==> src/rtl/mdio_resp_pkg.sv <==
package mdio_resp_pkg;

    localparam int REG_W    = 16;
    localparam int FIELD_W  = 5;
    localparam int NUM_REGS = 1 << FIELD_W;

    // register indices inside the PHY
    localparam logic [FIELD_W-1:0] RN_CTRL = 5'd0;
    localparam logic [FIELD_W-1:0] RN_STAT = 5'd1;
    localparam logic [FIELD_W-1:0] RN_ID1  = 5'd2;
    localparam logic [FIELD_W-1:0] RN_ID2  = 5'd3;
    localparam logic [FIELD_W-1:0] RN_ADV  = 5'd4;
    localparam logic [FIELD_W-1:0] RN_LPA  = 5'd5;

    // bit positions
    localparam int CTRL_RESET_BIT  = 15;
    localparam int CTRL_ANEN_BIT   = 12;
    localparam int CTRL_ANRST_BIT  = 9;
    localparam int STAT_ANDONE_BIT = 5;
    localparam int STAT_LINK_BIT   = 2;

    // command word as seen on the register port
    typedef struct packed {
        logic [FIELD_W-1:0] phy;
        logic [FIELD_W-1:0] regnum;
        logic [3:0]         rsv;
        logic               wr;
        logic               busy;
    } mgmt_cmd_t;

    // access request handed to the PHY model on completion
    typedef struct packed {
        logic               go;
        logic               wr;
        logic [FIELD_W-1:0] phy;
        logic [FIELD_W-1:0] regnum;
        logic [REG_W-1:0]   wdata;
    } phy_req_t;

    function automatic logic [REG_W-1:0] phy_reset_value(input logic [FIELD_W-1:0] idx);
        case (idx)
            RN_CTRL: return 16'h1140;
            RN_STAT: return 16'h790D;
            RN_ID1:  return 16'h0362;
            RN_ID2:  return 16'h5E6A;
            RN_ADV:  return 16'h01E1;
            RN_LPA:  return 16'h45E1;
            default: return '0;
        endcase
    endfunction

    function automatic logic [REG_W-1:0] ctrl_sanitize(input logic [REG_W-1:0] v);
        logic [REG_W-1:0] r;
        r = v;
        r[CTRL_RESET_BIT] = 1'b0;
        r[CTRL_ANRST_BIT] = 1'b0;
        return r;
    endfunction

endpackage

==> src/rtl/mgmt_seq.sv <==
module mgmt_seq
    import mdio_resp_pkg::*;
#(
    parameter int ACC_LAT = 4
) (
    input  logic             clk,
    input  logic             rst,
    input  logic             wr_en,
    input  logic             wr_sel,
    input  logic [REG_W-1:0] wr_word,
    input  logic [REG_W-1:0] phy_rdata,
    output phy_req_t         req,
    output logic [REG_W-1:0] cmd_view,
    output logic [REG_W-1:0] data_view
);

    localparam int CNT_W = (ACC_LAT > 1) ? $clog2(ACC_LAT + 1) : 1;
    localparam logic [CNT_W-1:0] CNT_LOAD = CNT_W'(ACC_LAT - 1);

    mgmt_cmd_t        cmd_q;
    logic [REG_W-1:0] data_q;
    logic             busy_q;
    logic [CNT_W-1:0] cnt_q;
    logic             done;

    assign done = busy_q && (cnt_q == '0);

    always_ff @(posedge clk) begin
        if (rst) begin
            cmd_q  <= '0;
            data_q <= '0;
            busy_q <= 1'b0;
            cnt_q  <= '0;
        end else if (done) begin
            busy_q <= 1'b0;
            if (!cmd_q.wr) begin
                data_q <= phy_rdata;
            end
        end else if (busy_q) begin
            cnt_q <= cnt_q - 1'b1;
        end else if (wr_en) begin
            if (wr_sel) begin
                data_q <= wr_word;
            end else begin
                cmd_q      <= wr_word;
                cmd_q.busy <= 1'b0;
                if (wr_word[0]) begin
                    busy_q <= 1'b1;
                    cnt_q  <= CNT_LOAD;
                end
            end
        end
    end

    always_comb begin
        req.go     = done;
        req.wr     = cmd_q.wr;
        req.phy    = cmd_q.phy;
        req.regnum = cmd_q.regnum;
        req.wdata  = data_q;
    end

    assign cmd_view  = {cmd_q[REG_W-1:1], busy_q};
    assign data_view = data_q;

    p_busy_clears_r2: assert property (@(posedge clk) disable iff (rst)
        done |=> !busy_q);

    p_hold_while_busy_r9: assert property (@(posedge clk) disable iff (rst)
        (busy_q && !done) |=> ($stable(cmd_q) && $stable(data_q)));

    p_foreign_read_zero_r8: assert property (@(posedge clk) disable iff (rst)
        (done && !cmd_q.wr && cmd_q.phy != '0) |=> (data_q == '0));

endmodule

==> src/rtl/phy_regfile.sv <==
module phy_regfile
    import mdio_resp_pkg::*;
(
    input  logic             clk,
    input  logic             rst,
    input  phy_req_t         req,
    input  logic             link_up,
    output logic [REG_W-1:0] rdata
);

    logic [REG_W-1:0] mem [NUM_REGS];
    logic             link_q;
    logic             hit;
    logic             ctrl_hit;
    logic [REG_W-1:0] ctrl_val;
    logic             an_kick;
    logic             link_evt;

    assign hit      = req.go && req.wr && (req.phy == '0);
    assign ctrl_hit = hit && (req.regnum == RN_CTRL);
    assign ctrl_val = ctrl_sanitize(req.wdata);
    assign an_kick  = ctrl_hit && ctrl_val[CTRL_ANEN_BIT] && !mem[RN_STAT][STAT_ANDONE_BIT];
    assign link_evt = (link_up != link_q);

    always_ff @(posedge clk) begin
        if (rst) begin
            for (int i = 0; i < NUM_REGS; i++) begin
                mem[i] <= phy_reset_value(FIELD_W'(i));
            end
            link_q <= 1'b0;
        end else begin
            link_q <= link_up;
            if (hit) begin
                mem[req.regnum] <= ctrl_hit ? ctrl_val : req.wdata;
            end
            if (an_kick) begin
                mem[RN_STAT][STAT_ANDONE_BIT] <= 1'b1;
                mem[RN_LPA]                   <= '0;
            end
            // link change is applied last so it wins over a same-cycle write
            if (link_evt) begin
                mem[RN_STAT][STAT_LINK_BIT]   <= link_up;
                mem[RN_STAT][STAT_ANDONE_BIT] <= link_up;
            end
        end
    end

    assign rdata = (req.phy == '0) ? mem[req.regnum] : '0;

    p_ctrl_selfclear_r5: assert property (@(posedge clk) disable iff (rst)
        ctrl_hit |=> (!mem[RN_CTRL][CTRL_RESET_BIT] && !mem[RN_CTRL][CTRL_ANRST_BIT]));

    p_an_complete_r6: assert property (@(posedge clk) disable iff (rst)
        (an_kick && !link_evt) |=> (mem[RN_STAT][STAT_ANDONE_BIT] && mem[RN_LPA] == '0));

    p_link_follow_r7: assert property (@(posedge clk) disable iff (rst)
        link_evt |=> (mem[RN_STAT][STAT_LINK_BIT] == $past(link_up)
                      && mem[RN_STAT][STAT_ANDONE_BIT] == $past(link_up)));

    p_foreign_write_r8: assert property (@(posedge clk) disable iff (rst)
        (req.go && req.phy != '0 && !link_evt) |=> ($stable(mem[RN_CTRL]) && $stable(mem[RN_STAT])));

endmodule

==> src/rtl/mgmt_phy_resp.sv <==
module mgmt_phy_resp
    import mdio_resp_pkg::*;
#(
    parameter int BUS_W   = 32,
    parameter int ACC_LAT = 4
) (
    input  logic             clk,
    input  logic             rst,
    input  logic             wr_en,
    input  logic             wr_sel,
    input  logic [BUS_W-1:0] wr_data,
    input  logic             rd_sel,
    output logic [BUS_W-1:0] rd_data,
    input  logic             link_up
);

    phy_req_t         req;
    logic [REG_W-1:0] phy_rdata;
    logic [REG_W-1:0] cmd_view;
    logic [REG_W-1:0] data_view;
    logic             unused_upper;

    assign unused_upper = ^wr_data[BUS_W-1:REG_W];

    mgmt_seq #(
        .ACC_LAT (ACC_LAT)
    ) u_seq (
        .clk       (clk),
        .rst       (rst),
        .wr_en     (wr_en),
        .wr_sel    (wr_sel),
        .wr_word   (wr_data[REG_W-1:0]),
        .phy_rdata (phy_rdata),
        .req       (req),
        .cmd_view  (cmd_view),
        .data_view (data_view)
    );

    phy_regfile u_phy (
        .clk     (clk),
        .rst     (rst),
        .req     (req),
        .link_up (link_up),
        .rdata   (phy_rdata)
    );

    assign rd_data = BUS_W'(rd_sel ? data_view : cmd_view);

endmodule

==> config.mk <==
export PLATFORM = sky130hd
export DESIGN_NAME = mgmt_phy_resp
export DESIGN_NICKNAME = d
export VERILOG_FILES = /design/src/rtl/mdio_resp_pkg.sv /design/src/rtl/mgmt_seq.sv /design/src/rtl/phy_regfile.sv /design/src/rtl/mgmt_phy_resp.sv
export SDC_FILE = /design/constraint.sdc
export NUM_CORES = 1
export LEC_CHECK = 0
export CORE_MARGIN = 1.5
export CORE_UTILIZATION = 41
export CTS_CLUSTER_DIAMETER = 80
export DETAILED_ROUTE_END_ITERATION = 8
export DONT_BUFFER_PORTS = 1
export PLACE_DENSITY_LB_ADDON = 0.12
export SYNTH_ARGS = -nofsm -noshare
export SYNTH_HDL_FRONTEND = slang
export SYNTH_SLANG_ARGS = --single-unit
==> constraint.sdc <==
create_clock -name clk -period 7.4 [get_ports clk]
set_input_delay 0.74 -clock clk [delete_from_list [all_inputs] [get_ports clk]]
set_output_delay 0.74 -clock clk [all_outputs]
set_load 0.1 [all_outputs]
### Word level (Yosys, flattened, before mapping)

Memory sizes are Yosys's and may differ from the RTL's. A register that Yosys moved wholly into a read port is not among the register bits.
Index checks and enable logic that the tools add are counted.

* add/sub/neg operators: 1
* eq/ne operators: 6
* muxes and demuxes: 43
* bitwise operators: 22
* reductions and logical operators: 19

Operators with widths (count)
* two-way mux 16 bit: 17
* two-way mux 1 bit: 18
* OR reduction 16 bit: 1
* two-way mux 3 bit: 5
* two-way mux 5 bit: 3
* AND reduction 4 bit: 3
* == test 5 bit (second input constant): 2
* logical NOT 5 bit: 2
* inverter 1 bit: 8
* nonzero test 2 bit: 4
* AND 1 bit: 7
* logical AND 1 bit: 6
* inequality test 2 bit (second input constant): 2
* OR 1 bit: 4
* AND 1 bit (second input constant): 3
* logical NOT 3 bit: 1
* subtractor 3 x 1 -> 3 bit (second input constant): 1
* inequality test 2 x 1 -> 1 bit (second input constant): 1
* OR reduction 2 bit: 1
* logical NOT 1 bit: 1
* inequality test 1 bit: 1

* register bits: 36
* bits in writable memories: 512
* output and inout bits: 32
* memories: 1

Memory list
* u_phy.mem: words 32, width 16, read ports 2, clocked after Yosys merged registers in 1, wr ports 32, RTL line phy_regfile.sv:11 `logic [REG_W-1:0] mem [NUM_REGS];`

### Depth between registers and ports, before layout

Gate-level depths: netlist of the first run.

* word-level depth: 12
* depth in mapped cells: 10
* mapped depth without buffers: 8

### Cells and area by module

From an unflattened synthesis of the first run, not the netlist that was laid out.

* cells, all modules: 2156
* area, all modules: 26182.6 µm²

Modules (own cells, without submodules)
* phy_regfile: instances 1, cells each 1907, area an instance 24024.3 µm²
* mgmt_seq: instances 1, cells each 214, area an instance 1785.5 µm²
* mgmt_phy_resp: instances 1, cells each 35, area an instance 372.9 µm²

### Worst setup path after synthesis of the first run

Ideal clock, no wire load.

* path type: input to output
* from: input port rd_sel
* to: output port rd_data[9]
* data arrival time: 3.308 ns
* required time: 6.660 ns
* slack: 3.352 ns
* stages: 3
* buffers on the path: 2
* cells stage by stage: clkbuf_1 > clkbuf_1 > o21ai_0

* word-level cells in the longest chain between the ends: 1

RTL lines
* from (decl): RTL line mgmt_phy_resp.sv:12 `input logic rd_sel,`
* two-way mux 16 bit: RTL line mgmt_phy_resp.sv:47 `assign rd_data = BUS_W'(rd_sel ? data_view : cmd_view);`
* to (decl): RTL line mgmt_phy_resp.sv:13 `output logic [BUS_W-1:0] rd_data,`

Every way passes these cells.

==> impl_results.md, run 1 <==
- Largest net degree at the start of global routing: around 160
- Cells on worst reg2reg path: 9
- Initial Util: 0.416
- Fin worst setup slack: approximately 3.2 ns
- Total track usage: 0.222
- CTS Sinks: between 500 and 600
- Worst vdd ir: approximately 0.00024 V
- Setup TNS: 0 ns
- Depth of the CTS H-tree: 2
- Worst Setup SP: u_seq.cnt_q[0]
- Average wire per standard cell: 26.0 um
- Synth Warn #: 0
- Seq/Total Area, Yosys: 0.610
- Clk_lat worst skew: 0.61 ns
- Port bufs: 0
- Die Area: 65600 um^2
- Max-slew headroom: 0.206
- RePlAce Congestion: 0.830
- Max-cap violation count: 0
- Area growth syn-to-layout: 9.08%
- # IOs: 70
- PnR Total Power: around 7.0 mW
- Pre-CTS setup slack: roughly 3.2 ns
- Area contributors post-synth: edfxtp_1 57%, mux2i_1 7.3%, and2_1 6.1%
- Post-CTS Setup Bufs: 0
- Placeable Area: roughly 63000 um^2
- Die H: about 260 um
- Final nets: a little under 2000
- Post-Syn Instances: 2034
- DRC viols: 0
- Count leader, synth: edfxtp_1
- Post-CTS Resized: 0
- Chip width: 256 um
- Asr flop ratio synth: 0
- Critical Path AT: 4.45 ns
- Layout cells sized above 1: 0.113
- Hold slack: ~0.2 ns
- Syn avg cell area: 12.9 um^2
- Initial DRC count: roughly 1400
- Yosys top cell area share: 0.567
- Setup crit start kind: register
- CTS tree: built
- ANT cells: 0
- Hpwl dp: 43100 um
- Yosys cell types: 51
- CP required: approximately 7.6 ns
- Leakage: ~10 nW
- Critical path endpoint: u_phy.mem[13][12]
- Worst-path clk slew: roughly 0.060 ns
- Critical setup path kind: register to register
- Core Rows: 92
- Via/cell ratio: between 5 and 6
- Overflow after GRT: 0
- Reg2reg start: u_seq.cnt_q[0]
- Pre-antenna DRT Iters: 7
- Commonest cells post-synth: 496 x edfxtp_1, 255 x and2_1, 192 x mux2i_1
- Post-synth EDFFs: about 500
- Worst Path Max Fanout: 25
- Fin crit period: 4.22 ns
- Max Transition Viols Final: 0
- Final Skew: 0.0112 ns
- Hold Vio Cnt, Final: 0
- Clock root buffer: clkbuf_16
- Routed Antenna Nets: 0
- Type of the tightest min-delay check: input pin to register
- Utilization after layout: 0.453
- Period utilisation layout: 0.570
- Mapped cell area: about 26000 um^2
- Cell taking the most area after synthesis: edfxtp_1
- Dominant synthesized flop cell: edfxtp_1
- FF+latch count, synth: 553
- Status: finished, final reports clean
- Clock buffer depth: 3
- Worst reg2reg setup slack: 3.18 ns
- Worst Setup End Kind: register
- Initial antenna violation count: 1
- Hold buffer count at CTS: 0
- Setup-failing EPs final: 0
- Vias in the first global route: roughly 16000
- DR vias: ~16000
- Slew @ Worst Pin: 1.19 ns
- Unrepaired setup endpoints after global routing: no
- Detailed Route WL: between 70000 and 80000 um
- Num CTS Buffers: 57
- Reg2reg end: u_phy.mem[13][12]
- First-pass GRT wire length: between 100000 and 150000 um
- Maximum clock rate: about 0.24 GHz
- Pwr dens: 245 nW/um^2
==> how the worst min path moves through the flow <==
stage	from	depth (start not counted)	slack, ns	endpoint
floorplan	u_seq.cnt_q[0]	1	0.41	u_seq.cnt_q[0]
finish	rst	1	0.20	u_seq.cmd_view[11]
global route	rst	1	0.17	u_seq.cmd_view[11]
detailed placement	u_seq.cnt_q[0]	1	0.42	u_seq.cnt_q[0]
CTS	rst	1	0.18	u_seq.busy_q
global placement	u_seq.cnt_q[0]	1	0.43	u_seq.cnt_q[0]
==> worst max-delay path, stage by stage, from the launching register on <==
cell	delay (ns)
dfxtp_1	0.31
inv_1	0.07
ha_1	0.15
ha_1	0.26
nand4bb_2	0.25
or2_1	0.55
nor3_4	1.00
buf_4	0.41
nand2_1	0.16
nand2b_1	0.65
==> cell type report <==
| type | count | area (um^2) |
|---|---|---|
| clock inverters | 31 | 318 |
| well taps | 846 | 1060 |
| flip-flops and latches | 553 | 16000 |
| inverters | 4 | 15.0 |
| clock buffers | 72 | 1540 |
| fillers | 5663 | 34500 |
| multi-input cells | 1274 | 9350 |
| repair buffers | 39 | 330 |
==> cell usage in the layout (no fill, tap or decap), types with 7 or more instances in the layout <==
cell type	synthesis	final
edfxtp_1	496	496
and2_1	255	253
mux2i_1	192	192
and3_1	159	159
nand2b_1	112	112
nor2_1	73	72
nand2_1	65	65
clkbuf_16	0	57
dfxtp_1	57	55
a21oi_1	47	47
a22oi_1	37	37
buf_4	29	36
mux4_2	32	32
a221oi_1	31	31
a22o_1	30	30
nor3b_1	18	18
nor2b_1	22	18
conb_1	1	18
a211oi_1	17	17
a31oi_1	17	17
mux2_2	15	15
or2_2	15	15
o22ai_1	15	15
o41ai_1	15	15
nand3_1	14	14
nor3_2	16	13
clkinv_1	0	12
nand3b_1	11	11
clkinv_2	0	11
nor3_1	10	10
clkbuf_1	137	9
nor3_4	5	8
bufinv_16	0	7
==> cell families (layout without fill, tap and decap cells) <==
| kind of cell | count (synthesis) | count (layout) | synth area share |
|---|---|---|---|
| adders and majority gates | 2 | 2 | 0.000952 |
| xor gates and xnor gates | 1 | 1 | 0.000333 |
| buffers and inverters | 224 | 146 | 0.0388 |
| other | 1 | 18 | 0.000143 |
| DFF | 553 | 553 | 0.610 |
| and+or+nand+nor | 798 | 798 | 0.184 |
| AOI/OAI and AO/OA | 216 | 216 | 0.0587 |
| muxes | 239 | 239 | 0.107 |
==> power by group <==
group,internal [mW],switching [mW],leakage (nW)
clock,1.70,1.21,0.917
combinational,0.151,0.415,3.87
sequential,3.49,0.0461,5.48
==> flip-flops by register name, indices dropped and copies added (netlist names), named ones only <==
register / cells
u_phy.mem: 512
u_seq.data_view: 16
u_seq.cmd_view: 15
u_seq.cnt_q: 3
u_phy.link_q: 1
u_seq.busy_q: 1
==> metal layers <==
layer | global-route usage | wire, um
met5 | 0 | 13
met4 | 0.0743 | 2410
met3 | 0.0432 | 4840
met2 | 0.350 | 33700
met1 | 0.307 | 32400
==> metrics by stage <==
step	instances	cell area, um^2
floorplan	2051	26300
global placement	2716	26800
detailed placement	2716	26800
CTS	2819	28700
global route	2819	28700
finish	2819	28700
No activity file was read; power rests on OpenSTA's default activity.
==> run 2: changes to the inputs <==
--- a/config.mk
+++ b/config.mk
@@ -5,6 +5,7 @@
 export SDC_FILE = /design/constraint.sdc
 export NUM_CORES = 1
 export LEC_CHECK = 0
+export ABC_AREA = 1
 export CORE_MARGIN = 1.5
 export CORE_UTILIZATION = 41
 export CTS_CLUSTER_DIAMETER = 80
==> constraint.sdc (replaced) <==
create_clock -name clk -period 3.8 [get_ports clk]
set_input_delay 0.38 -clock clk [delete_from_list [all_inputs] [get_ports clk]]
set_output_delay 0.38 -clock clk [all_outputs]
set_load 0.1 [all_outputs]
==> impl_results.md, run 2 <==
- Post-synth EDFFs: between 400 and 500
- Average wire per standard cell: around 21 um
- Core Rows: 91
- CP required: just over 4 ns
- Worst Path Max Fanout: 16
- DRC viols: 0
- Adder-Cell Fraction of Synth Area: 0.000986
- Yosys top cell area share: 0.587
- Met2 routed wirelength: about 36000 um
- Worst vdd ir: about 0.00034 V
- Slew @ Worst Pin: between 1 and 1.5 ns
- Setup TNS: 0 ns
- PnR Total Power: about 14 mW
- Compound-cell area share of the yosys netlist: 0.0233
- Count leader, synth: nand2_1
- Chip width: about 250 um
- Largest stage delay, worst path: 0.35 ns
- CTS Sinks: around 550
- Clk_lat worst skew: about 0.63 ns
- Hpwl dp: approximately 47000 um
- ANT cells: 0
- Wl on met1: 32600 um
- Cell taking the most area after synthesis: edfxtp_1
- Mapped cell area: approximately 25000 um^2
- Post-Syn Instances: ~2800
- Reg power frac: 0.478
- Post-CTS Setup Bufs: 0
- CP top delay family: simple AND/OR/NAND/NOR gates
- Setup crit start kind: register
- Hold Vio Cnt, Final: 0
- Overflow after GRT: 0
- Placeable Area: between 60000 and 70000 um^2
- Leakage: about 11 nW
- Post-route insts no fill: roughly 3600
- Depth of the CTS H-tree: 2
- Fin crit period: 3.08 ns
- Seq/Total Area, Yosys: 0.632
- Fin worst setup slack: around 0.72 ns
- Unrepaired setup endpoints after global routing: no
- Clock root buffer: clkbuf_16
- Initial Util: 0.413
- # IOs: 70
- Clock buffer depth: 3
- Max-slew headroom: 0.106
- Cell mode on critical path: nand2_2
- Area contributors post-synth: edfxtp_1 59%, nand2_1 14%, nand3_1 7.5%
- Detailed Route WL: between 70000 and 80000 um
- FF+latch count, synth: approximately 550
- Vias in the first global route: roughly 18000
- Max reg flops: about 510
- Max Transition Viols Final: 0
- Final Skew: about 0.022 ns
- Setup-failing EPs final: 0
- Routed wl met3: between 4000 and 5000 um
- Critical setup path kind: register to register
- Yosys cell types: 27
- Largest family of logic cells by synthesized area: simple AND/OR/NAND/NOR gates
- Period utilisation layout: 0.809
- Xor/xnor share of the synthesized area: 0.000345
- P_int: around 11 mW
- Synth Warn #: 0
- Largest net degree at the start of global routing: 136
- Worst Setup End Kind: register
- Hold buffer count at CTS: 18
- Cell Chain, Critical Path: inv_1 -> ha_1 -> ha_1 -> nand2_2 -> inv_1 -> nand4_1 -> nor2_2 -> nand2_2 -> nor3_4 -> buf_4 -> nand2_2 -> nand2_1 -> buf_4
- Worst reg2reg setup slack: 0.72 ns
- Status: finished, final reports clean
- Asr flop ratio synth: 0
- Dominant synthesized flop cell: edfxtp_1
- Syn avg cell area: around 9.0 um^2
- Die H: ~250 um
- Combinational share of power: 0.111
- Top reg by flops: u_phy.mem
- Final nets: 2824
- Initial antenna violation count: 0
- Num CTS Buffers: 60
- Maximum clock rate: 0.325 GHz
- Type of the tightest min-delay check: input pin to register
- Clock power share: 0.411
- Die Area: about 63000 um^2
- RePlAce Congestion: 0.889
- Simple-gate share of the synthesized area: 0.297
- Mux share of post-synthesis cell area: 0
- Via/cell ratio: around 5.3
- Utilization after layout: 0.465
- Dpl cells: approximately 3500
- Port bufs: 0
- CTS tree: built
- Critical Path AT: between 3 and 4 ns
- Slowest cell on the critical path: nor3_4
- First-pass GRT wire length: between 100000 and 150000 um
- Critical path buffer and inverter count: 4
- Sw power: 3.80 mW
- Most frequent cells in the layout: 928 x nand2_1, 496 x edfxtp_1, 493 x nor2_1
- Initial DRC count: ~1800
- Total track usage: 0.241
- Area growth syn-to-layout: 12.7%
- Pwr dens: ~500 nW/um^2
- Layout cells sized above 1: 0.0897
- Commonest cells post-synth: 928 x nand2_1, 496 x edfxtp_1, 493 x nor2_1
- DR vias: ~19000
- Routed Antenna Nets: 0
- Commonest non-fill, non-tap cell in the layout: nand2_1
- Max-cap violation count: 0
- Pre-CTS setup slack: between 0.7 and 0.8 ns
- Pre-antenna DRT Iters: 6
- Sw frac: 0.264
- Post-CTS Resized: 0
- Worst-path clk slew: 0.06 ns
- Top Metal Used: met4
## run 2: cell types whose count changed after synthesis, sizes merged, moves of 53 or more
cell    delta
nand2b   -113
nand2    +891
and3     -159
and2     -255
mux2i    -192
inv       +53
nor2     +424
nand3    +368
## run 2: final cells by class
type,instances,area [um^2]
Fill cell,5901,32900
Multi-Input combinational cell,1986,8300
Inverter,60,238
Timing Repair Buffer,123,1060
Clock inverter,37,358
Sequential cell,553,16000
Tap cell,790,988
Clock buffer,74,1620
## run 2: layer usage
| metal | up-vias | GRT usage |
|---|---|---|
| met5 | - | 0 |
| met4 | 0 | 0.0818 |
| met3 | 118 | 0.0321 |
| met2 | 595 | 0.395 |
| met1 | 9446 | 0.332 |
| li1 | 9176 | - |
## run 2: kinds of logic after synthesis
family	count (synthesis)
simple gates	1849
flops	553
buf+inv	288
compound gates	116
fa+ha+maj	2
xor+xnor	1
other cells	1
## run 2: path summary, 6_finish.rpt
check	startpoint	endpoint	cells after the start
worst max-delay path	u_seq.cnt_q[0]	u_phy.mem[31][9]	13
worst min-delay path	wr_data[10]	u_seq.cmd_view[10]	2
worst max register to register	u_seq.cnt_q[0]	u_phy.mem[31][9]	13
worst min register to register	u_seq.cmd_view[2]	u_seq.cmd_view[2]	2
## run 2: stage by stage
stage                     hold WS, ns  instance area [um^2]
after detailed placement        0.446                 26400
after floorplan                 0.424                 25400
final                          0.0358                 28600
after CTS                     0.00449                 28600
after global routing           0.0321                 28600
after global placement          0.452                 26400
## run 2: power by group through the flow
stage               clock network (mW)  registers [mW]  logic, mW
finish                            5.92            6.89       1.60
global route                      6.22            6.90       1.73
CTS                               6.00            6.88       1.60
detailed placement                   0            7.01       1.58
global placement                     0            7.01       1.57
floorplan                            0            6.98       1.03
